## src/rtl/fls_pkg.sv

```systemverilog
// Shared encodings and state types for the micromirror frame load sequencer.
package fls_pkg;
    localparam logic [1:0] ROWMD_NOOP  = 2'b00;
    localparam logic [1:0] ROWMD_INC   = 2'b01;
    localparam logic [1:0] ROWMD_FIRST = 2'b11;
    localparam logic [1:0] BLKMD_NONE  = 2'b00;
    localparam logic [1:0] BLKMD_RST   = 2'b11;
    localparam logic [3:0] BLKAD_NONE  = 4'b0000;
    localparam logic [3:0] BLKAD_ALL   = 4'b1000;

    typedef enum logic [1:0] {
        SQ_IDLE,
        SQ_LOAD,
        SQ_RSTCMD,
        SQ_HSHAKE
    } seq_state_t;

    typedef enum logic [1:0] {
        HS_IDLE,
        HS_RISE,
        HS_FALL
    } hs_phase_t;
endpackage

```

## src/rtl/fls_row_counter.sv

```systemverilog
// Counts the row commands issued in the current frame.
// start loads a count of one (the pointer-reset row), and step adds one row.
// is_last tells the sequencer that the next row it issues closes the frame.
// Assumes start and step are never high in the same cycle.
module fls_row_counter #(
    parameter int NUM_ROWS = 1600
) (
    input  logic clk,
    input  logic rst_n,
    input  logic start,
    input  logic step,
    output logic is_last
);
    localparam int CNT_W = $clog2(NUM_ROWS + 1);
    localparam logic [CNT_W-1:0] LAST_IDX = CNT_W'(NUM_ROWS - 1);
    localparam logic [CNT_W-1:0] FULL     = CNT_W'(NUM_ROWS);

    logic [CNT_W-1:0] cnt;

    // Row count register: load on frame start, advance per issued row.
    always_ff @(posedge clk) begin
        if (!rst_n) begin
            cnt <= '0;
        end else if (start) begin
            cnt <= CNT_W'(1);
        end else if (step) begin
            cnt <= cnt + CNT_W'(1);
        end
    end

    assign is_last = (cnt == LAST_IDX);

    // a frame never carries more than NUM_ROWS rows.
    assert_row_bound_R3: assert property (@(posedge clk) disable iff (!rst_n)
        cnt <= FULL);
    assert_no_extra_row_R3: assert property (@(posedge clk) disable iff (!rst_n)
        !(step && (cnt == FULL)));
endmodule

```

## src/rtl/fls_idle_timer.sv

```systemverilog
// Counts idle cycles since the last completed reset handshake.
// The count saturates at IDLE_CYCLES, and expired then asks for a keep-alive frame.
// clear wins over run. Assumes IDLE_CYCLES is well under the mirror clocking deadline.
module fls_idle_timer #(
    parameter int IDLE_CYCLES = 1_000_000_000
) (
    input  logic clk,
    input  logic rst_n,
    input  logic clear,
    input  logic run,
    output logic expired
);
    localparam int IDLE_W = $clog2(IDLE_CYCLES + 1);
    localparam logic [IDLE_W-1:0] LIMIT = IDLE_W'(IDLE_CYCLES);

    logic [IDLE_W-1:0] cnt;

    // Saturating idle counter.
    always_ff @(posedge clk) begin
        if (!rst_n || clear) begin
            cnt <= '0;
        end else if (run && (cnt != LIMIT)) begin
            cnt <= cnt + IDLE_W'(1);
        end
    end

    assign expired = (cnt == LIMIT);

    // the count stays within its limit.
    assert_idle_saturates_R8: assert property (@(posedge clk) disable iff (!rst_n)
        cnt <= LIMIT);
endmodule

```

## src/rtl/fls_rst_handshake.sv

```systemverilog
// Follows the controller's reset-active handshake after a reset-all command.
// It first waits for a rising edge, then for the level to go low.
// Each phase has a budget of RST_TIMEOUT cycles. When a budget runs out,
// timeout pulses and err is set and held until reset.
// Assumes rst_active is synchronous to clk.
module fls_rst_handshake #(
    parameter int RST_TIMEOUT = 100_000
) (
    input  logic clk,
    input  logic rst_n,
    input  logic start,
    input  logic rst_active,
    output logic done,
    output logic timeout,
    output logic err
);
    import fls_pkg::*;

    localparam int TO_W = $clog2(RST_TIMEOUT + 1);
    localparam logic [TO_W-1:0] T_LAST = TO_W'(RST_TIMEOUT - 1);

    hs_phase_t       phase;
    logic [TO_W-1:0] timer;
    logic            act_q;
    logic            rise;

    assign rise = rst_active && !act_q;

    // Phase sequencing, per-phase timer and result pulses.
    always_ff @(posedge clk) begin
        if (!rst_n) begin
            phase   <= HS_IDLE;
            timer   <= '0;
            act_q   <= 1'b0;
            done    <= 1'b0;
            timeout <= 1'b0;
            err     <= 1'b0;
        end else begin
            act_q   <= rst_active;
            done    <= 1'b0;
            timeout <= 1'b0;
            case (phase)
                HS_IDLE: begin
                    if (start) begin
                        phase <= HS_RISE;
                        timer <= '0;
                    end
                end
                HS_RISE: begin
                    if (rise) begin
                        phase <= HS_FALL;
                        timer <= '0;
                    end else if (timer == T_LAST) begin
                        phase   <= HS_IDLE;
                        timeout <= 1'b1;
                        err     <= 1'b1;
                    end else begin
                        timer <= timer + TO_W'(1);
                    end
                end
                HS_FALL: begin
                    if (!rst_active) begin
                        phase <= HS_IDLE;
                        done  <= 1'b1;
                    end else if (timer == T_LAST) begin
                        phase   <= HS_IDLE;
                        timeout <= 1'b1;
                        err     <= 1'b1;
                    end else begin
                        timer <= timer + TO_W'(1);
                    end
                end
                default: phase <= HS_IDLE;
            endcase
        end
    end

    // the error flag never clears without reset.
    assert_err_sticky_R10: assert property (@(posedge clk) disable iff (!rst_n)
        err |=> err);
    // completion is a single-cycle pulse.
    assert_done_single_R7: assert property (@(posedge clk) disable iff (!rst_n)
        done |=> !done);
    // a timeout never reports completion at the same time.
    assert_timeout_excl_R10: assert property (@(posedge clk) disable iff (!rst_n)
        !(done && timeout));
endmodule

```

## src/rtl/mirror_frame_sequencer.sv

```systemverilog
// Top level of the frame load sequencer.
// It accepts rows over valid/ready and issues pointer-reset and increment row
// commands, then one reset-all command, and follows the reset-active handshake.
// When no user frame arrives it loads all-on and all-off keep-alive frames in turn.
// Assumes the controller consumes one command per clock and rst_active is synchronous.
module mirror_frame_sequencer #(
    parameter int ROW_W       = 64,
    parameter int NUM_ROWS    = 1600,
    parameter int IDLE_CYCLES = 1_000_000_000,
    parameter int RST_TIMEOUT = 100_000
) (
    input  logic             clk,
    input  logic             rst_n,
    input  logic [ROW_W-1:0] in_data,
    input  logic             in_valid,
    output logic             in_ready,
    output logic [ROW_W-1:0] row_data,
    output logic [1:0]       row_mode,
    output logic [3:0]       blk_addr,
    output logic [1:0]       blk_mode,
    output logic             ns_flip,
    input  logic             rst_active,
    output logic             frame_done,
    output logic             rst_err,
    output logic             keepalive
);
    import fls_pkg::*;

    localparam bit SINGLE_ROW = (NUM_ROWS == 1);

    seq_state_t       state;
    logic             ka_src;
    logic             ka_pol;
    logic [ROW_W-1:0] ka_fill;
    logic             start_user;
    logic             start_ka;
    logic             frame_start;
    logic             row_step;
    logic             is_last;
    logic             idle_exp;
    logic             hs_done;
    logic             hs_timeout;
    logic             hs_end;

    assign ka_fill     = ka_pol ? '0 : '1;
    assign in_ready    = (state == SQ_IDLE) || ((state == SQ_LOAD) && !ka_src);
    assign start_user  = (state == SQ_IDLE) && in_valid;
    assign start_ka    = (state == SQ_IDLE) && !in_valid && idle_exp;
    assign frame_start = start_user || start_ka;
    assign row_step    = (state == SQ_LOAD) && (ka_src || in_valid);
    assign hs_end      = (state == SQ_HSHAKE) && (hs_done || hs_timeout);
    assign ns_flip     = 1'b0;
    assign frame_done  = hs_done;
    assign keepalive   = ka_src && (state != SQ_IDLE);

    fls_row_counter #(.NUM_ROWS(NUM_ROWS)) u_rows (
        .clk     (clk),
        .rst_n   (rst_n),
        .start   (frame_start),
        .step    (row_step),
        .is_last (is_last)
    );

    fls_idle_timer #(.IDLE_CYCLES(IDLE_CYCLES)) u_idle (
        .clk     (clk),
        .rst_n   (rst_n),
        .clear   (hs_end),
        .run     (state == SQ_IDLE),
        .expired (idle_exp)
    );

    fls_rst_handshake #(.RST_TIMEOUT(RST_TIMEOUT)) u_hs (
        .clk        (clk),
        .rst_n      (rst_n),
        .start      (state == SQ_RSTCMD),
        .rst_active (rst_active),
        .done       (hs_done),
        .timeout    (hs_timeout),
        .err        (rst_err)
    );

    // Frame state machine with keep-alive source and polarity tracking.
    always_ff @(posedge clk) begin
        if (!rst_n) begin
            state  <= SQ_IDLE;
            ka_src <= 1'b0;
            ka_pol <= 1'b0;
        end else begin
            case (state)
                SQ_IDLE: begin
                    if (frame_start) begin
                        ka_src <= start_ka;
                        state  <= SINGLE_ROW ? SQ_RSTCMD : SQ_LOAD;
                    end
                end
                SQ_LOAD: begin
                    if (row_step && is_last) state <= SQ_RSTCMD;
                end
                SQ_RSTCMD: state <= SQ_HSHAKE;
                SQ_HSHAKE: begin
                    if (hs_end) begin
                        state <= SQ_IDLE;
                        if (ka_src) ka_pol <= ~ka_pol;
                    end
                end
                default: state <= SQ_IDLE;
            endcase
        end
    end

    // Registered command outputs, a no-op row unless a row or block command is due.
    always_ff @(posedge clk) begin
        if (!rst_n) begin
            row_mode <= ROWMD_NOOP;
            row_data <= '0;
            blk_mode <= BLKMD_NONE;
            blk_addr <= BLKAD_NONE;
        end else begin
            row_mode <= ROWMD_NOOP;
            row_data <= '0;
            blk_mode <= BLKMD_NONE;
            blk_addr <= BLKAD_NONE;
            if (start_user) begin
                row_mode <= ROWMD_FIRST;
                row_data <= in_data;
            end else if (start_ka) begin
                row_mode <= ROWMD_FIRST;
                row_data <= ka_fill;
            end else if (row_step) begin
                row_mode <= ROWMD_INC;
                row_data <= ka_src ? ka_fill : in_data;
            end else if (state == SQ_RSTCMD) begin
                blk_mode <= BLKMD_RST;
                blk_addr <= BLKAD_ALL;
            end
        end
    end

    // an idle cycle with a valid word opens a frame with the pointer-reset mode.
    assert_first_row_R1: assert property (@(posedge clk) disable iff (!rst_n)
        (state == SQ_IDLE && in_valid) |=> (row_mode == ROWMD_FIRST));
    // the reset-all command follows the last row.
    assert_rst_cmd_R4: assert property (@(posedge clk) disable iff (!rst_n)
        (state == SQ_RSTCMD) |=> (blk_mode == BLKMD_RST && blk_addr == BLKAD_ALL
                                  && row_mode == ROWMD_NOOP));
    // only no-op rows while the handshake is open.
    assert_hshake_noop_R5: assert property (@(posedge clk) disable iff (!rst_n)
        (state == SQ_HSHAKE) |=> (row_mode == ROWMD_NOOP && row_data == '0));
    // a waiting user word beats the keep-alive request.
    assert_user_priority_R9: assert property (@(posedge clk) disable iff (!rst_n)
        (state == SQ_IDLE && in_valid) |=> !keepalive);
    // completion is reported only while the sequencer is in the handshake.
    assert_done_in_hshake_R7: assert property (@(posedge clk) disable iff (!rst_n)
        frame_done |-> (state == SQ_HSHAKE));
endmodule

```

## config.mk

```make
export PLATFORM = sky130hd
export DESIGN_NAME = mirror_frame_sequencer
export DESIGN_NICKNAME = d
export VERILOG_FILES = /design/src/rtl/fls_pkg.sv /design/src/rtl/fls_row_counter.sv /design/src/rtl/fls_idle_timer.sv /design/src/rtl/fls_rst_handshake.sv /design/src/rtl/mirror_frame_sequencer.sv
export SDC_FILE = /design/constraint.sdc
export NUM_CORES = 1
export LEC_CHECK = 0
export ABC_CLOCK_PERIOD_IN_PS = 2670
export BUFFER_PORTS_ARGS = -buffer_cell sky130_fd_sc_hd__buf_2
export CORE_MARGIN = 1
export CORE_UTILIZATION = 45
export DETAILED_ROUTE_END_ITERATION = 6
export PLACE_DENSITY = 0.77
export SLEW_MARGIN = 10
export SYNTH_ARGS = -nofsm -noshare
export SYNTH_HDL_FRONTEND = slang
export SYNTH_HIERARCHICAL = 1
export SYNTH_SLANG_ARGS = --single-unit
```

## constraint.sdc

```tcl
create_clock -name clk -period 2.67 [get_ports clk]
set_clock_uncertainty 0.1 [all_clocks]
set_input_delay 0.534 -clock clk [delete_from_list [all_inputs] [get_ports clk]]
set_output_delay 0.534 -clock clk [all_outputs]
set_load 0.01 [all_outputs]
```

After elaboration in Yosys (flattened, before gate mapping) --
Index checks and enable logic that the tools add are counted.
Storage, ports and cells: register bits after elaboration 140, input port bits 68, output and inout port bits 77, logic and storage cells 104
Cells by class: add/sub/neg operators 3, equality and inequality tests 15, mux-type cells 35, bitwise gates (word level) 2, reductions and logical operators 33
Operators by type and width (count):
- $mux 64 | 5
- $mux 17 | 4
- $pmux 17 s3 | 1
- $add 30x1->30 const B | 1
- $eq 30x30->1 const B | 1
- $ne 30x30->1 const B | 1
- $mux 2 | 10
- $add 17x1->17 const B | 1
- $eq 17x17->1 const B | 1
- $reduce_and 3->1 | 4
- $add 11x1->11 const B | 1
- $eq 11x11->1 const B | 1
- $logic_and 1x1->1 | 10
- $mux 1 | 10
- $pmux 2 s4 | 1
- $eq 2x2->1 const B | 3
- $ne 2x1->1 const B | 3
- $ne 2x2->1 const B | 3
- $pmux 2 s3 | 1
- $reduce_bool 2->1 | 3
- $logic_or 1x1->1 | 5
- $eq 2x1->1 const B | 2
- $logic_not 1->1 | 4
- $logic_not 2->1 | 2
- other kinds (7) | 10

Logic depth before layout (Yosys ltp) --
Gate-level depths: netlist (run 1).
depth in word-level cells 6, gate-level depth with buffers 10, mapped depth without buffers 9

Cells and area by module --
Netlist (run 1), hierarchy kept.
Modules (own cells, without submodules):
- mirror_frame_sequencer | instances 1, cells each 435, area an instance 3651.0 sq um
- fls_idle_timer | instances 1, cells each 181, area an instance 1572.8 sq um
- fls_rst_handshake | instances 1, cells each 142, area an instance 1228.7 sq um
- fls_row_counter | instances 1, cells each 56, area an instance 511.7 sq um

Least setup slack after synthesis (run 1) --
No wires, ideal clock.
path kind flip-flop to flip-flop, start point register u_idle.cnt[22], end point register u_rows.cnt[1], arrival time 2244 ps, required time 2444 ps, path slack 200 ps, stages on the path, launching flop included 9, buffers on the path 1, clock period less this slack 2470 ps, cells stage by stage dfxtp_1 or4b_2 nor4_2 and2_1 nor2_1 nor2b_1 nand2b_1 clkbuf_1 nor2_1
On the way: word-level cells in the longest chain between the ends 4
RTL lines:
- start: declaration | line fls_idle_timer.sv:16 | logic [IDLE_W-1:0] cnt;
- start signal: assignment | line fls_idle_timer.sv:23 | cnt <= cnt + IDLE_W'(1);
- $eq 30x30->1 | line fls_idle_timer.sv:27 | assign expired = (cnt == LIMIT);
- named net idle_exp | line mirror_frame_sequencer.sv:40 | logic idle_exp;
- $logic_and 1x1->1 | line mirror_frame_sequencer.sv:48 | assign start_ka = (state == SQ_IDLE) && !in_valid && idle_exp;
- $logic_or 1x1->1 | line mirror_frame_sequencer.sv:49 | assign frame_start = start_user || start_ka;
- named net frame_start | line mirror_frame_sequencer.sv:37 | logic frame_start;
- $reduce_or 2->1 (no source line)
- end signal: assignment | line fls_row_counter.sv:27 | cnt <= cnt + CNT_W'(1);
- end: declaration | line fls_row_counter.sv:18 | logic [CNT_W-1:0] cnt;
The timed path passes the listed nets, and every way through them passes these cells. A chain may end at the register's enable or synchronous reset.

Final worst setup path (run 1) --
start point register u_idle.cnt[22], end point register state[1]
On the way: word-level cells in the longest chain between the ends 5
RTL lines:
- $eq 30x30->1 | line fls_idle_timer.sv:27
- named net idle_exp | line mirror_frame_sequencer.sv:40
- $logic_and 1x1->1 | line mirror_frame_sequencer.sv:48
- $logic_or 1x1->1 | line mirror_frame_sequencer.sv:49
- $ne 2x2->1 (no source line)
- $reduce_and 3->1 (no source line)
- end signal: assignment | line mirror_frame_sequencer.sv:93 | state <= SINGLE_ROW ? SQ_RSTCMD : SQ_LOAD;
- end: declaration | line mirror_frame_sequencer.sv:31 | seq_state_t state;
The timed path passes the listed nets, and every way through them passes these cells.

==> results of run 1 <==
## area by class of cell
type                    count  area share (%)
flip-flops and latches    135            32.1
multi-input cells         589            45.5
clock buffers              19            5.25
inverters                  11           0.490
well taps                 188            2.79
clock inverters            13            2.12
repair buffers            171            11.8
## where the power goes
part / internal [uW] / switching [uW]
clock network: 1580 / 893
logic: 691 / 1160
registers: 2300 / 119
total: 4570 / 2170
## what timing repair did
action	4_1_cts	5_1_grt
endpoints found under the hold margin	0	0
hold buffers	0	0
gates resized for setup	0	4
endpoints found under the setup margin	0	74
## state kept, by name (all words and copies together) (netlist names)
register      count
u_hs/phase        2
row_data         64
row_mode          2
ka_pol            1
ka_src            1
u_hs/done         1
u_hs/timer       17
blk_mode          1
u_rows/cnt       11
state             2
u_idle/cnt       30
u_hs/timeout      1
u_hs/act_q        1
u_hs/err          1
## worst reg2reg max path, cell delays in order (launching register included)
cell and delay [ns]:
dfxtp_1 0.36, or4b_2 0.73, nor4_4 0.33, and2_4 0.23, nor2_1 0.06, a222oi_1 0.29
buf_4 0.18, mux2i_1 0.16
## synthesized netlist by cell type (all sizes together) (10+ instances only)
library cell / number
dfxtp: 135
a21oi: 93
o21ai: 83
nor2b: 66
o221ai: 64
clkbuf: 44
buf: 38
nand2: 36
nor2: 35
nand4: 22
nand3: 19
xor2: 17
or4: 14
ha: 13
o31ai: 12
inv: 11
or3: 11
xnor2: 10
## logic make-up after synthesis
group	after synthesis	share of synthesized area (%)
flip-flops	135	38.8
adder cells (fa/ha/maj)	13	2.34
multiplexers	7	1.01
other	1	0.0538
XOR/XNOR	27	3.40
buffers and inverters	93	6.83
AND/OR/NAND/NOR	267	23.1
AO/OA/AOI/OAI	271	24.4
## worst paths after layout
path | startpoint | to | slack (ns) | cells after the start
worst max-delay path | u_idle/cnt[22] | state[1] | 0.18 | 7
worst min-delay path | in_data[3] | row_data[3] | 0.30 | 3
worst max register to register | u_idle/cnt[22] | state[1] | 0.18 | 7
worst min register to register | u_hs/err | u_hs/err | 0.37 | 1
## through the flow
step / cells / area (sq um)
after floorplan: 817 / 6980
after global placement: 1094 / 7800
after detailed placement: 1094 / 7800
after CTS: 1126 / 8420
after global routing: 1126 / 8430
final: 1126 / 8430
## per-layer routing
layer	share of wire, %	wire [microns]	global-route usage (%)	up-vias
met1	43	7730	28.6	3138
met2	48	8660	36.7	261
met4	2.7	475	9.14	0
met3	5.7	1020	5.40	41
li1	-	-	-	3217
met5	0	0	0	-
==> summary.md, run 1 <==
| Metric | Value |
|---|---|
| Outcome | `finished clean` |
| Clock-pin slew on the worst setup and hold paths | `0.06 ns` |
| Die Span X | `126 microns` |
| Reg area | `2700 sq um` |
| Most frequent cells in the layout | `140 x buf_2, 134 x dfxtp_1, 93 x a21oi_1, 80 x o21ai_0, 65 x nor2b_1` |
| Final Hold Viols | `0` |
| Syn Area/Cell | `8.56 sq um` |
| Seq cells post-synth | `135` |
| Standard-cell row count | `45` |
| Placeable Area | `15100 sq um` |
| CTS Root Cell | `clkbuf_16` |
| Crit Path Max Fanout | `6` |
| Largest net degree at the start of global routing | `68` |
| Async S/R FF share, synth | `0%` |
| WP data required | `2.93 ns` |
| Sequential share of the synthesized area | `38.8%` |
| Synth-to-layout area growth | `21.1%` |
| CP delay by family, top | `simple AND/OR/NAND/NOR gates` |
| Post-route DRC | `0` |
| Yosys top cell area share | `38.8%` |
| Die Y | `126 microns` |
| Syn Inst Count | `814` |
| Synth warn | `6` |
| CTS tree | `built` |
| Startpoint Class | `register` |
| Fillers | `1312` |
| ANT cells | `0` |
| H-tree levels | `4` |
| Slew Limit Fails | `0` |
| Peak supply drop | `0.000479 V` |
| TritonRoute pass-1 iters | `5` |
| Critical path type | `reg -> reg` |
| Total track usage | `22.5%` |
| Predominant post-synthesis flop cell | `dfxtp_1` |
| Hold Path Class | `in -> reg` |
| First-pass GRT wire length | `29.6 mm` |
| Final Setup Violations | `0` |
| Gp weighted congestion | `0.831` |
| Layout cells sized above 1 | `24.5%` |
| Setup TNS Final | `0 ns` |
| Worst Path Buf+Inv | `1` |
| Num ports | `145` |
| Mapped Area | `6960 sq um` |
| Post-route ant nets | `0` |
| Antenna violations before repair | `0` |
| Num CTS Buffers | `17` |
| Highest cell delay on the worst timing path | `0.73 ns` |
| Cell Chain, Critical Path | `or4b_2 > nor4_4 > and2_4 > nor2_1 > a222oi_1 > buf_4 > mux2i_1` |
| Final wirelength | `17.9 mm` |
| Slew of the pin with the lowest slew margin | `0.700 ns` |
| Fin crit period | `2.49 ns` |
| Maximum clock frequency | `401 MHz` |
| DRT iter0 DRCs | `539` |
| Worst hold slack | `0.302 ns` |
| Yosys cell types | `60` |
| Worst slack, placed | `0.0609 ns` |
| Nets@finish | `1006` |
| Final core utilization | `55.7%` |
| Post-synth EDFFs | `0` |
| Pwr/cell area | `800 nW/um^2` |
| Rel. slew slack | `53.3%` |
| Final WS setup | `0.178 ns` |
| Max Cap Viol | `0` |
| Top post-synthesis cells by area | `dfxtp_1 39%, o221ai_1 8.0%, a21oi_1 6.7%, nor2b_1 5.9%, o21ai_0 5.7%` |
| Clock Path Buffers | `2` |
| IO Port Bufs | `140` |
| CP endpoint kind | `register` |
| Post-CTS Setup Bufs | `0` |
| Critical path data arrival time | `2.75 ns` |
| Initial core utilization | `46.0%` |
| Full die area | `16000 sq um` |
| Vias post-DR | `6657` |
| Most common cell after layout, fill and taps aside | `buf_2` |
| Worst-Skew Late Latency | `0.42 ns` |
| Total chip power | `6740 uW` |
| Routed len/inst | `15.9 microns` |
| Overflow after GRT | `0` |
| Clk sink count | `135` |
| Vias in the first global route | `6049` |
| Slowest CP cell | `or4b_2` |
| P_leak | `0.00322 uW` |
| Vias per inst | `5.91` |
| Unrepaired setup endpoints after global routing | `false` |
| Multi-input logic area | `3830 sq um` |
| Final period util | `93.3%` |
| Largest area contributor in the netlist | `dfxtp_1` |
| HPWL Detailed | `11.1 mm` |
Power figures use the tool's default switching activity.
==> run 2: changes to the inputs <==
--- a/config.mk
+++ b/config.mk
@@ -8,9 +8,9 @@
 export ABC_CLOCK_PERIOD_IN_PS = 2670
 export BUFFER_PORTS_ARGS = -buffer_cell sky130_fd_sc_hd__buf_2
 export CORE_MARGIN = 1
-export CORE_UTILIZATION = 45
+export CORE_UTILIZATION = 50
 export DETAILED_ROUTE_END_ITERATION = 6
-export PLACE_DENSITY = 0.77
+export PLACE_DENSITY = 0.84
 export SLEW_MARGIN = 10
 export SYNTH_ARGS = -nofsm -noshare
 export SYNTH_HDL_FRONTEND = slang
==> run 2 against run 1 <==
Die area is 9.8% lower. Register-to-register slack worse by 0.05 ns. Critical path depth stayed put. Highest routed layer unchanged. Final area is 1.3% lower. Global-route usage is 1.3 points higher. Clock-buffer cell count is 6 higher. Largest cell class unchanged. Critical endpoint unchanged. Flip-flop and latch count stayed put. Via count hardly changed. Sequential share of layout area is 0.43 points higher. Total power is 4.3% lower. First-iteration DRC count is 18% higher.
==> summary.md, run 2 (synthesis gave the netlist of run 1 again) <==
| Metric | Value |
|---|---|
| P_leak | `0.00319 uW` |
| Routed len/inst | `15.7 microns` |
| Total track usage | `23.8%` |
| Worst R2R End | `state[1]` |
| Post-cts resize count | `0` |
| Vias post-DR | `6662` |
| Largest registers | `row_data (64), u_idle/cnt (30), u_hs/timer (17)` |
| Largest register FFs | `64` |
| Num ports | `145` |
| CP endpoint kind | `register` |
| Largest net degree at the start of global routing | `66` |
| Vias per inst | `6.02` |
| Internal power | `4360 uW` |
| Clock-pin slew on the worst setup and hold paths | `0.06 ns` |
| RR Startpoint | `u_idle/cnt[22]` |
| Vias in the first global route | `5983` |
| Hold Startpoint | `in_data[6]` |
| Final WS setup | `0.129 ns` |
| Hold Path Class | `in -> reg` |
| Nets@finish | `1002` |
| Layout cells sized above 1 | `23.5%` |
| Outcome | `finished clean` |
| Final period util | `95.2%` |
| First-pass GRT wire length | `28.2 mm` |
| Clock Path Buffers | `2` |
| Largest Register | `row_data` |
| Max Cap Viol | `0` |
| Crit Path Max Fanout | `6` |
| Maximum clock frequency | `394 MHz` |
| Critical path type | `reg -> reg` |
| Peak supply drop | `0.000452 V` |
| Final Setup Violations | `0` |
| Worst slack, placed | `0.137 ns` |
| Net Sw Power | `2090 uW` |
| Overflow after GRT | `0` |
| Top Layer Used | `met4` |
| Final Hold Viols | `0` |
| Flop pwr share | `37.5%` |
| Placeable Area | `13400 sq um` |
| Min-Delay Path Depth | `3` |
| Antenna violations before repair | `0` |
| Initial core utilization | `52.0%` |
| Standard-cell row count | `42` |
| ANT cells | `0` |
| TritonRoute pass-1 iters | `7` |
| Total chip power | `6450 uW` |
| Worst-Skew Late Latency | `0.41 ns` |
| Post-route ant nets | `0` |
| Pwr/cell area | `776 nW/um^2` |
| Gp weighted congestion | `0.820` |
| WP data required | `2.91 ns` |
| Startpoint Class | `register` |
| Setup TNS Final | `0 ns` |
| H-tree levels | `4` |
| Worst reg-to-reg path cell count | `7` |
| Share of total power in combinational logic | `28.8%` |
| Reg2reg setup slack | `0.13 ns` |
| Unrepaired setup endpoints after global routing | `false` |
| Min-Delay Endpoint | `row_data[6]` |
| Die Span X | `120 microns` |
| Rel. slew slack | `56.4%` |
| Clk sink count | `135` |
| Post-route DRC | `0` |
| Num CTS Buffers | `17` |
| Post-CTS Setup Bufs | `0` |
| Clock share of power | `33.7%` |
| Cells after DPL | `1078` |
| Most frequent cells in the layout | `140 x buf_2, 134 x dfxtp_1, 93 x a21oi_1, 80 x o21ai_0, 66 x nor2b_1` |
| Met2 routed WL | `8.33 mm` |
| CTS Root Cell | `clkbuf_16` |
| Slowest CP cell | `or4b_2` |
| DRT iter0 DRCs | `635` |
| Die Y | `120 microns` |
| Hold buffer count at CTS | `0` |
| IO Port Bufs | `140` |
| Slew Limit Fails | `0` |
| M1 wire length | `7.77 mm` |
| Critical path data arrival time | `2.78 ns` |
| Met3 WL | `1.02 mm` |
| Full die area | `14400 sq um` |
| Post-Layout Cell Count | `1107` |
| CTS tree | `built` |
| Most common cell after layout, fill and taps aside | `buf_2` |
| Worst hold slack | `0.312 ns` |
| Highest cell delay on the worst timing path | `0.70 ns` |
| Slew of the pin with the lowest slew margin | `0.654 ns` |
| Switching portion of total power | `32.4%` |
| HPWL Detailed | `10.6 mm` |
| Fin crit period | `2.54 ns` |
| Synth-to-layout area growth | `19.5%` |
| Final wirelength | `17.4 mm` |
| Cell Chain, Critical Path | `or4b_2 > nor4_2 > and2_4 > nor2_1 > a222oi_1 > buf_4 > mux2i_1` |
[run 2: cell types whose count changed in the layout (fill, tap and decap cells not counted), sizes merged]
| cell | change |
|---|---|
| clkbuf | +6 |
| buf | -4 |
| clkinv | -2 |
| bufinv | -3 |
| clkinvlp | -4 |
[run 2: worst max-delay path by stage]
stage | from | end | cells after the start
after CTS | u_idle/cnt[22] | state[1] | 7
final | u_idle/cnt[22] | state[1] | 7
after global placement | u_idle/cnt[22] | state[1] | 7
after detailed placement | u_idle/cnt[22] | state[1] | 7
after global routing | u_idle/cnt[22] | state[0] | 7
after floorplan | u_idle/cnt[22] | u_rows/cnt[1] | 8
[run 2: critical path, delay by kind of cell (launching register included)]
family,cells,cell delay [ns]
and+or+nand+nor,4,1.38
DFF,1,0.35
AOI/OAI and AO/OA,1,0.28
buffers and inverters,1,0.18
muxes,1,0.17
[run 2: stage by stage]
step           instance area [sq um]  util (%)
2_1_floorplan                   6980         -
3_3_place_gp                    7780      58.0
3_5_place_dp                    7780      58.0
4_1_cts                         8320      62.1
5_1_grt                         8320      62.1
6_report                        8320      62.1
[run 2: final cells by class]
| cell class | count | area, sq um |
|---|---|---|
| timing repair buffer | 167 | 991 |
| fill | 1128 | 5080 |
| inverter | 11 | 41.3 |
| tap | 176 | 220 |
| clock buffer | 25 | 495 |
| clock inverter | 4 | 45.0 |
| sequential | 135 | 2700 |
| multi-input combinational | 589 | 3820 |
[run 2: power by group through the flow]
stage	Sequential, uW	Combinational, uW	Clock [uW]
after floorplan	2570	1070	0
after global placement	2460	1800	0
after detailed placement	2460	1840	0
after CTS	2420	1850	2210
after global routing	2450	2040	2290
final	2420	1860	2170
[run 2: metal layers]
metal	up-vias	track usage, %
met3	32	5.56
met5	-	0
met1	3144	30.8
met4	0	9.06
li1	3216	-
met2	270	38.2
==> run 3: changes to the inputs <==
--- a/config.mk
+++ b/config.mk
@@ -7,10 +7,13 @@
 export LEC_CHECK = 0
 export ABC_CLOCK_PERIOD_IN_PS = 2670
 export BUFFER_PORTS_ARGS = -buffer_cell sky130_fd_sc_hd__buf_2
+export CELL_PAD_IN_SITES_DETAIL_PLACEMENT = 2
+export CELL_PAD_IN_SITES_GLOBAL_PLACEMENT = 2
 export CORE_MARGIN = 1
-export CORE_UTILIZATION = 50
+export CORE_UTILIZATION = 29
 export DETAILED_ROUTE_END_ITERATION = 6
-export PLACE_DENSITY = 0.84
+export PLACE_DENSITY = 0.82
+export REMOVE_ABC_BUFFERS = 1
 export SLEW_MARGIN = 10
 export SYNTH_ARGS = -nofsm -noshare
 export SYNTH_HDL_FRONTEND = slang
==> run 3 against run 2 <==
Fmax is 1.5% lower. Routed wire length up 56%. Via count is 5.1% higher. Critical path type unchanged. Highest routed layer unchanged.
==> summary.md, run 3 (synthesis gave the netlist of run 1 again) <==
| Metric | Value |
|---|---|
| Outcome | `finished clean` |
| Initial core utilization | `29.6%` |
| CTS Root Cell | `clkbuf_16` |
| Largest registers | `row_data (64), u_idle/cnt (30), u_hs/timer (17)` |
| Final Hold Viols | `0` |
| CP Launch Point | `u_idle/cnt[22]` |
| Critical path data arrival time | `2.82 ns` |
| Hold Path Class | `in -> reg` |
| Num ports | `145` |
| Worst Path Buf+Inv | `1` |
| RR Startpoint | `u_idle/cnt[22]` |
| Gp weighted congestion | `0.760` |
| HPWL Detailed | `16.3 mm` |
| Worst R2R End | `row_data[6]` |
| Clk sink count | `135` |
| Largest register FFs | `64` |
| Fin crit period | `2.58 ns` |
| Slew Limit Fails | `0` |
| P_leak | `0.00324 uW` |
| Cell Chain, Critical Path | `or4b_2 > nor4_4 > and2_4 > nor2b_1 > o21ai_4 > buf_12 > a21oi_1` |
| Full die area | `24600 sq um` |
| Clock-pin slew on the worst setup and hold paths | `0.07 ns` |
| WP data required | `2.91 ns` |
| Slowest CP cell | `or4b_2` |
| Max Cap Viol | `0` |
| Total chip power | `7160 uW` |
| Vias in the first global route | `7587` |
| Worst-Skew Late Latency | `0.43 ns` |
| Pwr/cell area | `828 nW/um^2` |
| Startpoint Class | `register` |
| CP endpoint kind | `register` |
| H-tree levels | `4` |
| Routed len/inst | `21.5 microns` |
| Worst hold slack | `0.294 ns` |
| Slew of the pin with the lowest slew margin | `0.545 ns` |
| Final wirelength | `27.1 mm` |
| Largest Register | `row_data` |
| Vias per inst | `5.54` |
| Post-route ant nets | `0` |
| IO Port Bufs | `140` |
| Unrepaired setup endpoints after global routing | `false` |
| Layout cells sized above 1 | `24.8%` |
| Highest cell delay on the worst timing path | `0.70 ns` |
| Fillers | `2720` |
| Post-route DRC | `0` |
| TritonRoute pass-1 iters | `5` |
| CTS tree | `built` |
| Clock Path Buffers | `2` |
| Worst reg-to-reg path cell count | `7` |
| Num CTS Buffers | `17` |
| Final period util | `96.6%` |
| Most common cell after layout, fill and taps aside | `buf_2` |
| Reg2reg setup slack | `0.09 ns` |
| DRT iter0 DRCs | `295` |
| Die Span X | `157 microns` |
| Antenna violations before repair | `4` |
| Placeable Area | `23500 sq um` |
| Maximum clock frequency | `388 MHz` |
| Largest net degree at the start of global routing | `69` |
| Critical path type | `reg -> reg` |
| Overflow after GRT | `0` |
| Nets@finish | `1009` |
| Hold Startpoint | `in_data[44]` |
| Synth-to-layout area growth | `24.1%` |
| First-pass GRT wire length | `43.1 mm` |
| CP Capture Point | `row_data[6]` |
| Final Setup Violations | `0` |
| Total track usage | `22.6%` |
| Peak supply drop | `0.000419 V` |
| Crit Path Max Fanout | `39` |
| Most frequent cells in the layout | `140 x buf_2, 134 x dfxtp_1, 93 x a21oi_1, 80 x o21ai_0, 66 x nor2b_1` |
| Rel. slew slack | `63.6%` |
| Die Y | `157 microns` |
| Number of cells on the critical path | `7` |
| Standard-cell row count | `56` |
| Vias post-DR | `6999` |
| CP delay by family, top | `simple AND/OR/NAND/NOR gates` |
## run 3: changes by cell type in the layout (fill, tap and decap cells not counted), moves of 2 or more
cell / change
buf_4: +9
diode_2: +4
bufinv_16: +3
clkbuf_1: -3
clkinv_4: +3
clkinvlp_4: +3
buf_12: -2
clkbuf_8: -2
clkinv_2: -2
## run 3: cell type report
cell class	count	area (sq um)	share of cell area, %
tap	319	399	4.62
timing repair buffer	174	1020	11.8
inverter	11	41.3	0.478
clock buffer	20	457	5.29
clock inverter	11	174	2.01
antenna	4	10.0	0.116
sequential	135	2700	31.3
multi-input combinational	589	3840	44.4
## run 3: worst min path at each step
stage,end,cells past startpoint
after global routing,row_data[41],3
after CTS,row_data[63],3
after floorplan,u_idle/cnt[29],2
after detailed placement,u_hs/err,1
after global placement,u_hs/err,1
final,row_data[44],3
## run 3: power breakdown
group | switching [uW] | internal, uW
Clock | 977 | 1610
Combinational | 1400 | 739
Sequential | 130 | 2300
Total | 2510 | 4650
## run 3: per-layer routing
layer	global-route usage, %	vias up	part of all wire [%]
met4	10.6	0	3.6
met2	40.0	174	51
met1	26.7	3541	42
met3	3.36	61	3.3
li1	-	3223	-
met5	0	-	0
## run 3: per-stage QoR
stage	TNS [ns]	cell area (sq um)	worst slack [ns]	util, %	std cells
2_1_floorplan	-111.43	6540	-1.73	-	735
3_3_place_gp	0	7980	0.141	33.9	1227
3_5_place_dp	-0.0497	7980	-0.0469	33.9	1227
4_1_cts	0	8620	0.0632	36.6	1259
5_1_grt	0	8640	0.0128	36.7	1263
6_report	0	8640	0.0912	36.7	1263
## run 3: what timing repair did
action                     CTS  global route
resized for setup            1             3
setup endpoints to repair    9            20
buffers inserted             1             0
hold buffers                 0             0
pin swaps                    1             1
## run 3: worst register-to-register path: stages, from the launching register on
cell and delay [ns]:
dfxtp_1 0.32, or4b_2 0.70, nor4_4 0.33, and2_4 0.24, nor2b_1 0.26, o21ai_4 0.11, buf_12 0.20, a21oi_1 0.22
